--- config.mk ---
export PLATFORM = sky130hd
export DESIGN_NAME = stereo_slave_rx
export DESIGN_NICKNAME = d
export VERILOG_FILES = /design/src/rtl/stereo_rx_pkg.sv /design/src/rtl/stereo_rx_ctrl.sv /design/src/rtl/stereo_rx_datapath.sv /design/src/rtl/stereo_slave_rx.sv
export SDC_FILE = /design/constraint.sdc
export NUM_CORES = 1
export LEC_CHECK = 0
export BUFFER_PORTS_ARGS = -buffer_cell sky130_fd_sc_hd__buf_4
export CAP_MARGIN = 20
export CELL_PAD_IN_SITES_DETAIL_PLACEMENT = 1
export CELL_PAD_IN_SITES_GLOBAL_PLACEMENT = 2
export CORE_ASPECT_RATIO = 1.75
export CORE_MARGIN = 4
export CORE_UTILIZATION = 32
export CTS_CLUSTER_DIAMETER = 60
export DETAILED_ROUTE_END_ITERATION = 8
export PLACE_DENSITY = 0.71
export SLEW_MARGIN = 20
export SYNTH_ARGS = -nofsm -noshare
export SYNTH_HDL_FRONTEND = slang
export SYNTH_SLANG_ARGS = --single-unit
--- constraint.sdc ---
create_clock -name sck -period 2.9 [get_ports sck]
set_input_delay 0.435 -clock sck [delete_from_list [all_inputs] [get_ports sck]]
set_output_delay 0.435 -clock sck [all_outputs]
set_load 0.005 [all_outputs]
--- src/rtl/stereo_rx_pkg.sv ---
package stereo_rx_pkg;

  localparam int SAMPLE_W = 24;
  localparam int POS_W    = 6;
  localparam int CNT_W    = 5;
  localparam int POS_MAX  = (1 << POS_W) - 1;

  typedef enum logic [1:0] {
    FMT_I2S = 2'd0,
    FMT_LJ  = 2'd1,
    FMT_RJ  = 2'd2,
    FMT_DSP = 2'd3
  } fmt_e;

  typedef struct packed {
    logic load;
    logic shift;
    logic commitL;
    logic commitR;
  } rxStrobe_t;

  function automatic logic [CNT_W-1:0] wordLenOf(input logic [1:0] sel);
    case (sel)
      2'd0:    return CNT_W'(16);
      2'd1:    return CNT_W'(20);
      default: return CNT_W'(24);
    endcase
  endfunction

  function automatic logic [POS_W-1:0] halfLenOf(input logic sel);
    return sel ? POS_W'(32) : POS_W'(24);
  endfunction

  function automatic logic [SAMPLE_W-1:0] signExtend(input logic [SAMPLE_W-1:0] raw,
                                                     input logic [1:0] sel);
    case (sel)
      2'd0:    return {{(SAMPLE_W-16){raw[15]}}, raw[15:0]};
      2'd1:    return {{(SAMPLE_W-20){raw[19]}}, raw[19:0]};
      default: return raw;
    endcase
  endfunction

endpackage

--- src/rtl/stereo_rx_ctrl.sv ---
module stereo_rx_ctrl
  import stereo_rx_pkg::*;
(
  input  logic       clk,
  input  logic       rstN,
  input  logic       frameClk,
  input  logic [2:0] modeSel,
  input  logic [1:0] wordSel,
  input  logic       frameSel,
  output rxStrobe_t  strobe,
  output logic       cfgErr
);

  fmt_e             fmt;
  logic             fcEff;
  logic             fcPrev;
  logic             edgeSeen;
  logic             pulseRose;
  logic             active;
  logic             wordIsRight;
  logic             rightPend;
  logic             startNow;
  logic             startChanR;
  logic             lastBit;
  logic [POS_W-1:0] posCnt;
  logic [POS_W-1:0] curPos;
  logic [POS_W-1:0] halfLen;
  logic [POS_W-1:0] startPos;
  logic [CNT_W-1:0] wordLen;
  logic [CNT_W-1:0] bitCnt;

  assign fmt      = fmt_e'(modeSel[1:0]);
  assign fcEff    = frameClk ^ modeSel[2];
  assign edgeSeen = fcEff != fcPrev;
  assign wordLen  = wordLenOf(wordSel);
  assign halfLen  = halfLenOf(frameSel);
  assign startPos = halfLen - POS_W'(wordLen);
  assign cfgErr   = (fmt == FMT_DSP) && (wordSel == 2'd0) && !frameSel;
  assign lastBit  = active && (bitCnt == wordLen - CNT_W'(1));

  // position of the bit being sampled, counted from the frame-clock change
  always_comb begin
    if (edgeSeen)
      curPos = '0;
    else if (posCnt == POS_W'(POS_MAX))
      curPos = posCnt;
    else
      curPos = posCnt + POS_W'(1);
  end

  always_comb begin
    startNow   = 1'b0;
    startChanR = fcEff;
    unique case (fmt)
      FMT_LJ:  startNow = edgeSeen;
      FMT_I2S: startNow = (curPos == POS_W'(1));
      FMT_RJ:  startNow = (curPos == startPos);
      FMT_DSP: begin
        startNow   = rightPend | pulseRose;
        startChanR = rightPend;
      end
    endcase
  end

  always_comb begin
    strobe = '0;
    if (!cfgErr) begin
      if (startNow) begin
        strobe.load = 1'b1;
      end else if (active) begin
        strobe.shift   = 1'b1;
        strobe.commitL = lastBit && !wordIsRight;
        strobe.commitR = lastBit && wordIsRight;
      end
    end
  end

  always_ff @(posedge clk or negedge rstN) begin
    if (!rstN) begin
      fcPrev      <= 1'b0;
      posCnt      <= POS_W'(POS_MAX);
      pulseRose   <= 1'b0;
      active      <= 1'b0;
      wordIsRight <= 1'b0;
      rightPend   <= 1'b0;
      bitCnt      <= '0;
    end else begin
      fcPrev    <= fcEff;
      posCnt    <= curPos;
      pulseRose <= fcEff & ~fcPrev;
      if (cfgErr) begin
        active    <= 1'b0;
        rightPend <= 1'b0;
      end else if (startNow) begin
        active      <= 1'b1;
        bitCnt      <= CNT_W'(1);
        wordIsRight <= startChanR;
        rightPend   <= 1'b0;
      end else if (active) begin
        if (lastBit) begin
          active    <= 1'b0;
          rightPend <= (fmt == FMT_DSP) && !wordIsRight;
        end else begin
          bitCnt <= bitCnt + CNT_W'(1);
        end
      end
    end
  end


  rj_lsb_last_chk: assert property (@(posedge clk) disable iff (!rstN)
    (fmt == FMT_RJ && (strobe.commitL || strobe.commitR)) |-> (curPos == halfLen - POS_W'(1)));


  dsp_right_follow_chk: assert property (@(posedge clk) disable iff (!rstN)
    (fmt == FMT_DSP && strobe.commitL) |=> (strobe.load || cfgErr || fmt != FMT_DSP));

endmodule

--- src/rtl/stereo_rx_datapath.sv ---
module stereo_rx_datapath
  import stereo_rx_pkg::*;
(
  input  logic                clk,
  input  logic                rstN,
  input  logic                serData,
  input  rxStrobe_t           strobe,
  input  logic [1:0]          wordSel,
  output logic [SAMPLE_W-1:0] leftSample,
  output logic [SAMPLE_W-1:0] rightSample,
  output logic                leftValid,
  output logic                rightValid
);

  logic [SAMPLE_W-1:0] shiftReg;
  logic [SAMPLE_W-1:0] nextShift;
  logic [SAMPLE_W-1:0] extended;

  assign nextShift = strobe.load ? {{(SAMPLE_W-1){1'b0}}, serData}
                                 : {shiftReg[SAMPLE_W-2:0], serData};
  assign extended  = signExtend(nextShift, wordSel);

  always_ff @(posedge clk or negedge rstN) begin
    if (!rstN) begin
      shiftReg    <= '0;
      leftSample  <= '0;
      rightSample <= '0;
      leftValid   <= 1'b0;
      rightValid  <= 1'b0;
    end else begin
      if (strobe.load || strobe.shift)
        shiftReg <= nextShift;
      if (strobe.commitL)
        leftSample <= extended;
      if (strobe.commitR)
        rightSample <= extended;
      leftValid  <= strobe.commitL;
      rightValid <= strobe.commitR;
    end
  end


  left_pulse_chk: assert property (@(posedge clk) disable iff (!rstN)
    leftValid |=> !leftValid);


  right_pulse_chk: assert property (@(posedge clk) disable iff (!rstN)
    rightValid |=> !rightValid);


  left_hold_chk: assert property (@(posedge clk) disable iff (!rstN)
    !leftValid |-> $stable(leftSample));


  right_hold_chk: assert property (@(posedge clk) disable iff (!rstN)
    !rightValid |-> $stable(rightSample));


  sign16_chk: assert property (@(posedge clk) disable iff (!rstN)
    (leftValid && wordSel == 2'd0 && $stable(wordSel))
      |-> (leftSample[SAMPLE_W-1:16] == {(SAMPLE_W-16){leftSample[15]}}));

endmodule

--- src/rtl/stereo_slave_rx.sv ---
module stereo_slave_rx
  import stereo_rx_pkg::*;
(
  input  logic                sck,
  input  logic                rstN,
  input  logic                frameClk,
  input  logic                serData,
  input  logic [2:0]          modeSel,
  input  logic [1:0]          wordSel,
  input  logic                frameSel,
  output logic [SAMPLE_W-1:0] leftSample,
  output logic                leftValid,
  output logic [SAMPLE_W-1:0] rightSample,
  output logic                rightValid,
  output logic                cfgError
);

  rxStrobe_t strobe;

  stereo_rx_ctrl u_ctrl (
    .clk      (sck),
    .rstN     (rstN),
    .frameClk (frameClk),
    .modeSel  (modeSel),
    .wordSel  (wordSel),
    .frameSel (frameSel),
    .strobe   (strobe),
    .cfgErr   (cfgError)
  );

  stereo_rx_datapath u_data (
    .clk         (sck),
    .rstN        (rstN),
    .serData     (serData),
    .strobe      (strobe),
    .wordSel     (wordSel),
    .leftSample  (leftSample),
    .rightSample (rightSample),
    .leftValid   (leftValid),
    .rightValid  (rightValid)
  );


  err_silent_chk: assert property (@(posedge sck) disable iff (!rstN)
    cfgError |=> (!leftValid && !rightValid));

endmodule

### Word-level counts from Yosys, hierarchy flattened

Cells that the tools add are included.

* register bits after elaboration: 89
* input bits: 10

* add/sub/neg operators: 4
* bitwise gates (word level): 5
* muxes and demuxes: 23
* equal/unequal tests: 10
* reduce and logical (&&, ||, !) cells: 17

Operator list (number)
* $pmux W24 S2: 1
* $mux W24: 1
* $mux W6: 3
* $mux W5: 3
* $mux W1: 10
* $pmux W4 S2: 1
* $add A6 B1 Y6 const B: 1
* $eq A6 B1 Y1 const B: 1
* $eq A6 B6 Y1: 1
* $eq A6 B6 Y1 const B: 1
* $logic_and A1 B1 Y1: 6
* $mux W3: 2
* $reduce_bool A3 Y1: 2
* $sub A6 B5 Y6: 1
* $add A5 B1 Y5 const B: 1
* $eq A5 B5 Y1: 1
* $sub A5 B1 Y5 const B: 1
* $eq A2 B1 Y1 const B: 2
* $eq A2 B2 Y1 const B: 2
* $logic_not A2 Y1: 2
* $mux W4: 1
* $pmux W1 S4: 1
* $reduce_and A2 Y1: 2
* $reduce_and A3 Y1: 1
* other kinds (9): 11

### Depth between registers and ports, before layout

Gate-level depths: netlist of the first run.

* depth after elaboration: 11
* mapped depth: 13
* mapped depth without buffers: 10

### Modules after synthesis

Synthesis of the first run repeated with hierarchy kept, for this count alone.

* cell total of the unflattened synthesis: 347
* area total of the unflattened synthesis: 4083.9 um^2

By module, submodules not included
* stereo_rx_datapath: cells each 227, instances 1, area each 2957.8 um^2, sequential area each 1826.8 um^2
* stereo_rx_ctrl: cells each 120, instances 1, area each 1126.1 um^2, sequential area each 407.9 um^2

### Least setup slack after synthesis of the first run

OpenSTA, ideal clock, no wires.

* path kind: input -> register
* from: in wordSel[0]
* to: reg u_data.rightSample[11]
* data required time: 2.775 ns
* path slack: -0.441 ns
* cell stages on the path: 13
* buffers on the path: 3
* library setup time: 0.125 ns
* data arrival time: 3.216 ns
* cell sequence: clkbuf_1 -> nor2b_1 -> inv_2 -> fa_1 -> nor2_1 -> nand4_1 -> o22a_1 -> a2111o_1 -> o21ai_4 -> or4_4 -> buf_6 -> buf_12 -> mux2_4

* word-level cells in the longest chain between the ends: 9
* elaborated cells on any way between the ends: 18
* classes of those cells: add/sub (2); eq/ne (3); mux (8); reduce/logical (5)

RTL lines
* start, declared: line stereo_slave_rx.sv:9 `input logic [1:0] wordSel,`
* $eq A2 B1 Y1 / $logic_not A2 Y1 (equally long branches): line stereo_rx_pkg.sv:23, stereo_rx_ctrl.sv:38
* $pmux W4 S2: line stereo_rx_pkg.sv:23 `case (sel)`
* $sub A6 B5 Y6 / $sub A5 B1 Y5 (equally long branches): line stereo_rx_ctrl.sv:37, stereo_rx_ctrl.sv:39
* $eq A6 B6 Y1 / $eq A5 B5 Y1 (equally long branches): line stereo_rx_ctrl.sv:57, stereo_rx_ctrl.sv:39
* $pmux W1 S4 / $logic_and A1 B1 Y1 (equally long branches): line stereo_rx_ctrl.sv:54, stereo_rx_ctrl.sv:39
* $mux W1 / $logic_and A1 B1 Y1 (equally long branches): line stereo_rx_ctrl.sv:68, stereo_rx_ctrl.sv:73
* $mux W4 (*): line stereo_rx_ctrl.sv:67 `if (!cfgErr) begin`
* $mux W24 / $mux W3 (equally long branches): line stereo_rx_datapath.sv:19, stereo_rx_ctrl.sv:68
* $pmux W24 S2 / $mux W4 (equally long branches): line stereo_rx_pkg.sv:36, stereo_rx_ctrl.sv:67
* end signal, assigned: line stereo_rx_datapath.sv:36 `rightSample <= extended;`
* end, declared: line stereo_rx_datapath.sv:10 `output logic [SAMPLE_W-1:0] rightSample,`

Mark *: on every way between the ends. The rest lies on a longest branch, timed or not.
A chain may end at the register's enable or synchronous reset.

### Worst setup path in the final report of the first run

* from: reg u_ctrl.posCnt[1]
* to: reg u_data.leftSample[9]

* word-level cells in the longest chain between the ends: 9
* elaborated cells on any way between the ends: 12
* classes of those cells: add/sub (1); eq/ne (3); mux (8)

RTL lines
* start, declared: line stereo_rx_ctrl.sv:25 `logic [POS_W-1:0] posCnt;`
* start signal, assigned: line stereo_rx_ctrl.sv:81 `posCnt <= POS_W'(POS_MAX);`
* start signal, assigned: line stereo_rx_ctrl.sv:89 `posCnt <= curPos;`
* $add A6 B1 Y6 / $eq A6 B6 Y1 (equally long branches): line stereo_rx_ctrl.sv:48, stereo_rx_ctrl.sv:45
* $mux W6 (*): line stereo_rx_ctrl.sv:45 `else if (posCnt == POS_W'(POS_MAX))`
* $mux W6 (*): line stereo_rx_ctrl.sv:43 `if (edgeSeen)`
* net u_ctrl.curPos[5]: line stereo_rx_ctrl.sv:26 `logic [POS_W-1:0] curPos;`
* $eq A6 B6 Y1 / $eq A6 B1 Y1 (equally long branches): line stereo_rx_ctrl.sv:57, stereo_rx_ctrl.sv:56
* $pmux W1 S4 (*): line stereo_rx_ctrl.sv:54 `unique case (fmt)`
* $mux W1: line stereo_rx_ctrl.sv:68 `if (startNow) begin`
* $mux W4 (*): line stereo_rx_ctrl.sv:67
* $mux W24: line stereo_rx_datapath.sv:19 `assign nextShift = strobe.load ? {{(SAMPLE_W-1){1'b0}}, serData}`
* $pmux W24 S2: line stereo_rx_pkg.sv:36 `case (sel)`
* end signal, assigned: line stereo_rx_datapath.sv:34 `leftSample <= extended;`
* end, declared: line stereo_rx_datapath.sv:9 `output logic [SAMPLE_W-1:0] leftSample,`

The timed path passes the listed nets; every way through them passes the cells marked *.

==> results of run 1 <==
## per-stage QoR
stage                     TNS, ns  cells  setup WS (ns)  util, %  hold WS (ns)
after floorplan             -4.36    342         -0.203        -         0.139
after global placement      -6.43    580         -0.160     39.1         0.308
after detailed placement    -8.03    580         -0.181     39.1         0.314
after CTS                       0    597         0.0300     42.1         0.343
after global routing        -1.33    604        -0.0440     43.4         0.348
final                           0    604         0.0675     43.4         0.356
## timing repair
| action | 4_1_cts | 5_1_grt |
|---|---|---|
| gates cloned | 0 | 3 |
| resized for setup | 3 | 18 |
| endpoints found under the hold margin | 15 | 0 |
| buffers inserted | 0 | 4 |
| endpoints found under the setup margin | 48 | 48 |
| hold buffers | 1 | 0 |
| pin swaps | 0 | 7 |
## cells in the final DEF, fill, tap and decap left out, types with 2 or more instances in the layout
| cell type | instances |
|---|---|
| a21oi_1 | 30 |
| or3_1 | 2 |
| buf_4 | 83 |
| o21ai_0 | 10 |
| clkbuf_16 | 11 |
| o211ai_1 | 2 |
| xnor2_1 | 5 |
| dfstp_2 | 6 |
| ha_1 | 4 |
| nor2_1 | 5 |
| mux2_4 | 20 |
| and2_1 | 4 |
| nand4_1 | 5 |
| mux2i_1 | 5 |
| dfrtp_1 | 83 |
| mux2_2 | 29 |
| nand3_2 | 2 |
| nand4bb_1 | 2 |
| nor2_2 | 3 |
| bufinv_16 | 3 |
| buf_12 | 5 |
| buf_6 | 2 |
| a21o_1 | 2 |
| inv_1 | 12 |
| nand2_1 | 61 |
## cell type report
cell class / instances / area [um2]
fillers: 1350 / 7070
flip-flops and latches: 89 / 2230
inverters: 14 / 52.6
clock inverters: 6 / 114
clock buffers: 10 / 239
well taps: 168 / 210
repair buffers: 94 / 821
multi-input cells: 223 / 1760
## kinds of logic after synthesis
group,Yosys count
buffers and inverters,30
AO/OA/AOI/OAI,57
XOR/XNOR,7
flip-flops,89
multiplexers,55
adder cells (fa/ha/maj),6
AND/OR/NAND/NOR,98
## metal layers
metal  part of all wire, %  vias to the layer above
li1                      -                     1355
met1                    41                     1477
met2                    55                       43
met3                   2.5                       11
met4                   1.6                        0
met5                     0                        -
## state kept, by name, indices dropped and copies added (netlist names)
signal and flops:
u_ctrl.bitCnt 5, u_ctrl.wordIsRight 1, u_data.leftValid 1, u_data.rightSample 24, u_ctrl.posCnt 6, u_ctrl.fcPrev 1
u_data.shiftReg 23, u_ctrl.pulseRose 1, u_data.rightValid 1, u_data.leftSample 24, u_ctrl.rightPend 1, u_ctrl.active 1
## report_power, final
group | total (mW) | leakage [nW] | internal, mW | switching (mW)
sequential | 1.46 | 1.20 | 1.35 | 0.111
clock | 1.36 | 0.171 | 0.870 | 0.495
combinational | 0.510 | 1.29 | 0.243 | 0.267
total | 3.34 | 2.66 | 2.46 | 0.873
## how the worst max path moves through the flow
stage / slack [ns] / cells past startpoint / end
3_5_place_dp: -0.18 / 13 / u_data.leftSample[16]
2_1_floorplan: -0.20 / 13 / u_data.rightSample[11]
5_1_grt: -0.04 / 12 / u_data.leftSample[19]
3_3_place_gp: -0.16 / 13 / u_data.leftSample[16]
6_report: 0.07 / 12 / u_data.leftSample[9]
4_1_cts: 0.03 / 11 / u_data.leftSample[16]
==> impl_results.md, run 1 <==
- Seq/Total Area, Yosys: 54.9%
- CP cell instances: ha_4 -> nor2_2 -> a211oi_4 -> buf_4 -> nor3_2 -> a31oi_4 -> o21ai_4 -> buf_6 -> nor4_4 -> buf_6 -> clkbuf_16 -> mux2_2
- PwrDens: 614 nW/um2
- Global Route met2 Usage: 24.2%
- I/O pin count: 61
- Total power: 3.34 mW
- Area leader, netlist: dfrtp_1
- Final hold viol count: 0
- Vias in the first global route: 3100
- Critical path peak fanout: 6
- Clk_lat worst skew: 0.34 ns
- Mux cell area share after synthesis: 16.8%
- Status: completed
- Clk pin slew, worst setup/hold paths: 0.06 ns
- Post-Syn Instances: 342
- Most frequent cells after synthesis: 83 x dfrtp_1, 61 x nand2_1, 31 x a21oi_1, 30 x mux2_2, 19 x mux2_4
- Die ar.: 14700 um2
- Hold path endpoint: u_data.shiftReg[0]
- Max-slew violation count: 0
- Yosys cell types: 49
- GR peak layer: met2
- Worst slew margin: 47.2%
- Worst reg2reg path depth: 12
- CP delay by family, top: buffers and inverters
- Core area: 12500 um2
- Share of flip-flops with an asynchronous set or reset: 100%
- CP Class: reg2reg
- ANT cells: 0
- Share of cells above drive strength 1: 43.3%
- DP Area: 4890 um2
- Worst setup EP type: register
- First-pass GRT wire length: 15900 um
- Hold Crit Class: in2reg
- Largest family of logic cells by synthesized area: multiplexers
- Layout area overhead: 33.3%
- Met1 Track Usage GR: 16.6%
- CTS tree: built
- Synth warn: 0
- DR pass1 iterations: 4
- CP startpoint: u_ctrl.posCnt[1]
- WP buf/inv: 4
- Hold path cells: 2
- Synthesized Nets: 358
- GRT Util Overall: 13.9%
- Grt ovf: 0
- Ys flop type: dfrtp_1
- DRC violations left: 0
- Final wirelength: 10000 um
- Vias/cell: 4.78
- Hold wc startpoint: serData
- Root Driver: clkbuf_16
- Arr. time, crit path: 3.06 ns
- # Max-Cap Violations: 0
- Period Utilization, post-route: 97.7%
- Post-synthesis cell area: 4070 um2
- Finished layout cell area: 5430 um2
- Vias: 2886
- Simple-gate share of the synthesized area: 11.8%
- Reg2reg start: u_ctrl.posCnt[1]
- DIE WIDTH: 93.3 um
- Compound-Gate Fraction of Synth Area: 8.91%
- Crit-path most repeated cell: buf_6
- Worst Max-Slew Pin Slew: 0.791 ns
- Gpl congestion: 0.728
- Critical R2R Capture: u_data.leftSample[9]
- Final net count: 447
- Met3 global-route usage: 2.87%
- Slowest-stage cell, CP: dfstp_2
- Detailed-route wire length per cell: 16.6 um
- Rows: 54
- Seq cells post-synth: 89
- Most frequent cell after synthesis: dfrtp_1
- Clock sinks: 89
- Tmin final: 2.83 ns
- DRT iter0 DRCs: 83
- Largest net degree at the start of global routing: 75
- Num CTS Buffers: 9
- Detail Route Antenna Nets: 0
- IO Port Bufs: 60
- Max VDD drop: 0.347 mV
- RSZ-0062 raised after global routing: true
- Initial Util: 32.6%
- Top cells by area, synth: dfrtp_1 51%, mux2_2 8.3%, mux2_4 7.0%
- Clk_skew: 0.00484 ns
- Post-synth EDFFs: 0
- Fmax: 353 MHz
- Critical path startpoint category: register
- Initial antenna violation count: 0
- Share of the synthesized area in the top cell type: 51.0%
- Final setup vio count: 0
- Crit path largest cell delay: 0.59 ns
- Final HPWL DP: 6810 um
- Synth Area in XOR/XNOR: 1.51%
- Req. time, crit path: 3.13 ns
- Reg2Reg Setup Slack: 0.07 ns
- Avg Synthesized Cell Area: 11.9 um2
- CTS H-tree depth: 3
- Bufs on Longest Clock Path: 2
- Die Height: 157 um
- Pleak: 2.66 nW
- Post-synthesis adder-cell area fraction: 2.03%
Power figures use the tool's default switching activity.
==> inputs of run 2 (changes only) <==
- CORE_UTILIZATION: 32 -> 41
- PLACE_DENSITY: 0.71 -> 0.85
- SKIP_CTS_REPAIR_TIMING: default -> 1
- clock period: 2.9 -> 3.5 ns (I/O delays scaled with it)
==> run 2 against run 1 <==
- final area fell by 7.6%
- clock skew increased by 0.0069 ns
- final cell count is 11% lower
- sequential share of layout area up 3.4 points
- die area decreased by 21%
- clock power is 30% lower
- utilization up 8.9 points
- global-route usage is 3.1 points higher
- via count is 3.5% lower
- register-to-register slack improved by 0.16 ns
- flip-flop and latch count unchanged
- critical endpoint is now u_data.leftSample[4]
==> impl_results.md, run 2 (synthesis gave the netlist of run 1 again) <==
- Arr. time, crit path: 3.50 ns
- Req. time, crit path: 3.73 ns
- Worst slew margin: 44.9%
- Max VDD drop: 0.306 mV
- Filler instances: 1005
- Final wirelength: 9070 um
- Initial Util: 42.5%
- Hold Crit Class: in2async
- Final hold viol count: 0
- Worst Max-Slew Pin Slew: 0.820 ns
- RSZ-0062 raised after global routing: false
- Initial antenna violation count: 0
- Status: completed
- Rows: 47
- Vias in the first global route: 3109
- Die ar.: 11700 um2
- CTS H-tree depth: 3
- CTS tree: built
- Detail Route Antenna Nets: 0
- Total power: 2.54 mW
- Root Driver: clkbuf_16
- Critical path peak fanout: 15
- Core area: 9590 um2
- Clk pin slew, worst setup/hold paths: 0.07 ns
- # Max-Cap Violations: 0
- Share of cells above drive strength 1: 37.6%
- Post-place setup slack: 0.0513 ns
- Num CTS Buffers: 9
- Vias/cell: 5.17
- Final net count: 428
- Critical path startpoint category: register
- Final HPWL DP: 6520 um
- Critical R2R Capture: u_data.leftSample[4]
- Most common cell after layout, fill and taps aside: dfrtp_1
- First-pass GRT wire length: 15900 um
- IO Port Bufs: 60
- Die Height: 140 um
- Tmin final: 3.28 ns
- Most frequent cells in the layout: 83 x dfrtp_1, 70 x buf_4, 61 x nand2_1, 31 x a21oi_1, 30 x mux2_2
- Worst setup EP type: register
- Pleak: 2.51 nW
- DIE WIDTH: 83.3 um
- CP Class: reg2reg
- Vias: 2785
- Bufs on Longest Clock Path: 2
- Setup_tns: 0 ns
- DRC violations left: 0
- Clk_lat worst skew: 0.34 ns
- Period Utilization, post-route: 93.6%
- DRT iter0 DRCs: 130
- Clock sinks: 89
- Layout area overhead: 23.2%
- Final setup vio count: 0
- PnR worst setup slack: 0.223 ns
- Largest net degree at the start of global routing: 85
- ANT cells: 0
- DR pass1 iterations: 4
- Max-slew violation count: 0
- Reg2reg start: u_ctrl.posCnt[0]
- Biggest regs: u_data.leftSample x24, u_data.rightSample x24, u_data.shiftReg x23
- Worst reg2reg path depth: 10
- Grt ovf: 0
- PwrDens: 506 nW/um2
- Reg2Reg Setup Slack: 0.22 ns
- Finished layout cell area: 5020 um2
- I/O pin count: 61
- Gpl congestion: 0.772
- Detailed-route wire length per cell: 16.8 um
- DP Area: 4720 um2
- Clk_skew: 0.0117 ns
- Fmax: 305 MHz
- GRT Util Overall: 16.9%
==> run 2: metrics by stage <==
step	std cells	hold WS, ns	util, %
floorplan	342	0.229	-
global placement	523	0.487	49.3
detailed placement	523	0.497	49.3
CTS	539	0.419	52.3
global route	539	0.301	52.3
finish	539	0.239	52.3
==> run 2: routing by layer <==
layer	wire length [um]	track usage, %	vias up
li1	-	-	1312
met1	3640	19.5	1418
met4	121	5.94	0
met3	293	3.43	10
met5	0	0	-
met2	5010	30.8	45
==> run 2: layout make-up <==
class	instances	area, um2	area share (%)
Tap cell	122	153	3.04
Clock inverter	7	66.3	1.32
Clock buffer	9	225	4.49
Timing Repair Buffer	75	617	12.3
Inverter	14	52.6	1.05
Sequential cell	89	2230	44.5
Multi-Input combinational cell	223	1670	33.3
==> run 2: critical path, stage by stage, from the launching register on <==
cell,delay [ns]
dfstp_2,0.57
ha_1,0.23
nand3_1,0.13
or3_1,0.34
nand3_1,0.18
nor3_1,0.11
a31oi_4,0.18
o21ai_4,0.09
nor4_4,0.74
buf_12,0.24
mux2_2,0.34
==> run 2: worst max path at each step <==
| stage | cells past startpoint | endpoint | slack [ns] | startpoint |
|---|---|---|---|---|
| 2_1_floorplan | 13 | u_data.rightSample[11] | 0.07 | wordSel[0] |
| 3_3_place_gp | 12 | u_data.leftSample[6] | 0.12 | wordSel[1] |
| 3_5_place_dp | 12 | u_data.leftSample[14] | 0.05 | wordSel[1] |
| 4_1_cts | 10 | u_data.leftSample[1] | 0.18 | u_ctrl.posCnt[0] |
| 5_1_grt | 10 | u_data.leftSample[4] | 0.06 | u_ctrl.posCnt[0] |
| 6_report | 10 | u_data.leftSample[4] | 0.22 | u_ctrl.posCnt[0] |
==> run 2: where the power goes <==
group | internal (mW) | switching (mW) | total, mW
Sequential | 1.12 | 0.0935 | 1.21
Combinational | 0.172 | 0.207 | 0.379
Clock | 0.503 | 0.444 | 0.947
Total | 1.79 | 0.744 | 2.54
==> inputs of run 3 (changes only) <==
- ABC_AREA: default -> 1
- CORE_UTILIZATION: 41 -> 37
==> run 3 against run 2 <==
- count of clock-buffer cells in the layout is 2 higher
- sequential power hardly changed
- highest routed layer unchanged
- clock power is 2.2% higher
- maximum frequency is 15% higher
==> impl_results.md, run 3 <==
- Status: completed
- Register area: 2230 um2
- IO Port Bufs: 60
- Yosys cell types: 30
- Most common cell after layout, fill and taps aside: nand2_1
- Top cells by area, synth: dfrtp_1 53%, nand2_1 14%, o21ai_1 5.2%
- Share of total power in combinational logic: 16.9%
- Largest net degree at the start of global routing: 69
- DRC violations left: 0
- Slowest-stage cell, CP: ha_1
- Root Driver: clkbuf_16
- Clk_skew: 0.00940 ns
- Worst slew margin: 41.1%
- Clk_lat worst skew: 0.34 ns
- Worst Max-Slew Pin Slew: 0.884 ns
- CP cell instances: buf_4 -> xor2_1 -> ha_1 -> inv_1 -> nor2_1 -> nand2_1 -> nand2_1 -> nand2_1 -> nand3_1 -> nor2_1 -> nand3_2 -> nand2_4 -> nand2_2 -> buf_4 -> nand2_1 -> o21ai_1 -> nand2_1 -> nand2_1
- Initial antenna violation count: 0
- DR pass1 iterations: 4
- Initial Util: 38.1%
- Max-slew violation count: 0
- Worst setup EP type: register
- Ys flop type: dfrtp_1
- CP Class: in2reg
- Critical path peak fanout: 18
- Share of cells above drive strength 1: 21.9%
- Sequential power share: 46.6%
- Worst reg2reg path depth: 16
- Final net count: 531
- Final wirelength: 10800 um
- Vias/cell: 5.08
- Seq cells post-synth: 89
- CTS H-tree depth: 3
- Arr. time, crit path: 3.13 ns
- Post-synth EDFFs: 0
- # Max-Cap Violations: 0
- Period Utilization, post-route: 81.6%
- Grt ovf: 0
- Clock group share of total power: 36.6%
- Crit path largest cell delay: 0.48 ns
- Most frequent cells in the layout: 152 x nand2_1, 83 x dfrtp_1, 69 x buf_4, 41 x o21ai_1, 35 x inv_1
- Pint: 1.87 mW
- # placed instances: 631
- Die Height: 145 um
- Share of the synthesized area in the top cell type: 52.7%
- Fmax: 350 MHz
- Max VDD drop: 0.373 mV
- Crit-path most repeated cell: nand2_1
- Clock sinks: 89
- Req. time, crit path: 3.77 ns
- Area leader, netlist: dfrtp_1
- Most frequent cells after synthesis: 152 x nand2_1, 83 x dfrtp_1, 41 x o21ai_1, 35 x inv_1, 30 x nand3_1
- Setup_tns: 0 ns
- Area of the multi-input gates: 1470 um2
- ANT cells: 0
- Die ar.: 12400 um2
- Vias: 3287
- Rows: 49
- Critical path startpoint category: input port
- Psw: 0.774 mW
- DIE WIDTH: 86.0 um
- Final setup vio count: 0
- Layout area overhead: 22.3%
- Pleak: 2.48 nW
- Seq/Total Area, Yosys: 56.7%
- Total power: 2.65 mW
- Vias in the first global route: 3684
- Final hold viol count: 0
- Share of flip-flops with an asynchronous set or reset: 100%
- Detail Route Antenna Nets: 0
- Final HPWL DP: 8010 um
- Final cell count without fillers: 647
- CTS tree: built
- PwrDens: 549 nW/um2
- Synthesized Nets: 468
- Core area: 10400 um2
- Post-place setup slack: 0.311 ns
- Num CTS Buffers: 9
- Reg2reg start: u_ctrl.posCnt[0]
- Post-synthesis cell area: 3940 um2
- Biggest regs: u_data.leftSample x24, u_data.rightSample x24, u_data.shiftReg x23
- Bufs on Longest Clock Path: 2
- WP buf/inv: 3
- RSZ-0062 raised after global routing: false
- DRT iter0 DRCs: 184
- Synth warn: 0
- Detailed-route wire length per cell: 16.6 um
- CP delay by family, top: simple AND/OR/NAND/NOR gates
- Switching share of power: 29.2%
- CP startpoint: modeSel[2]
- Avg Synthesized Cell Area: 8.73 um2
- First-pass GRT wire length: 18200 um
- Gpl congestion: 0.816
- PnR worst setup slack: 0.643 ns
- GRT Util Overall: 18.7%
- Post-Syn Instances: 452
- Tmin final: 2.86 ns
- Filler instances: 1240
- Critical Path Stages: 18
- Most frequent cell after synthesis: nand2_1
- Hold Crit Class: in2async
- I/O pin count: 61
- Clk pin slew, worst setup/hold paths: 0.07 ns
## run 3: cell count changes in the layout (fill, tap and decap cells not counted), moves of 23 or more
cell,previous run,this run
inv_1,12,35
a21oi_1,31,3
nand2_1,61,152
mux2_2,30,0
nand3_1,3,30
o21ai_1,0,41
## run 3: power groups by stage
stage | logic [mW] | clock network, mW | registers (mW)
2_1_floorplan | 0.297 | 0 | 1.23
3_5_place_dp | 0.457 | 0 | 1.25
5_1_grt | 0.519 | 1.04 | 1.25
4_1_cts | 0.460 | 0.990 | 1.23
3_3_place_gp | 0.436 | 0 | 1.24
6_report | 0.447 | 0.968 | 1.23
## run 3: metal layers
layer / share of wire, % / GRT usage (%)
met1: 39 / 21.5
met2: 57 / 34.5
met3: 2.6 / 2.74
met4: 2.1 / 7.17
met5: 0 / 0
## run 3: per-stage QoR
stage	utilization [%]	area, um2	hold slack (ns)
after floorplan	-	3940	0.229
after global placement	43.7	4530	0.470
after detailed placement	43.7	4530	0.477
after CTS	46.6	4820	0.346
after global routing	46.6	4820	0.364
final	46.6	4820	0.288
## run 3: final cells by class
type | count | area share [%]
Inverter | 40 | 3.11
Multi-Input combinational cell | 306 | 30.4
Sequential cell | 89 | 46.3
Timing Repair Buffer | 69 | 10.7
Tap cell | 127 | 3.29
Clock inverter | 5 | 1.12
Clock buffer | 11 | 5.03
## run 3: path summary, 6_finish.rpt
check	to	slack, ns
max reg2reg	u_data.leftSample[18]	0.65
max	u_data.leftSample[16]	0.64
min in group sck	u_ctrl.fcPrev	0.41
max in group asynchronous	u_ctrl.posCnt[0]	2.39
min	u_ctrl.bitCnt[1]	0.29
min reg2reg	u_data.shiftReg[16]	0.49
## run 3: logic make-up (layout without fill, tap and decap cells)
| family | count (synthesis) | after routing | synth area share, % |
|---|---|---|---|
| AOI/OAI and AO/OA | 72 | 72 | 9.36 |
| and+or+nand+nor | 223 | 223 | 24.6 |
| xor gates and xnor gates | 5 | 5 | 1.11 |
| DFF | 89 | 89 | 56.7 |
| adders and majority gates | 6 | 6 | 2.09 |
| buffers and inverters | 57 | 125 | 6.19 |
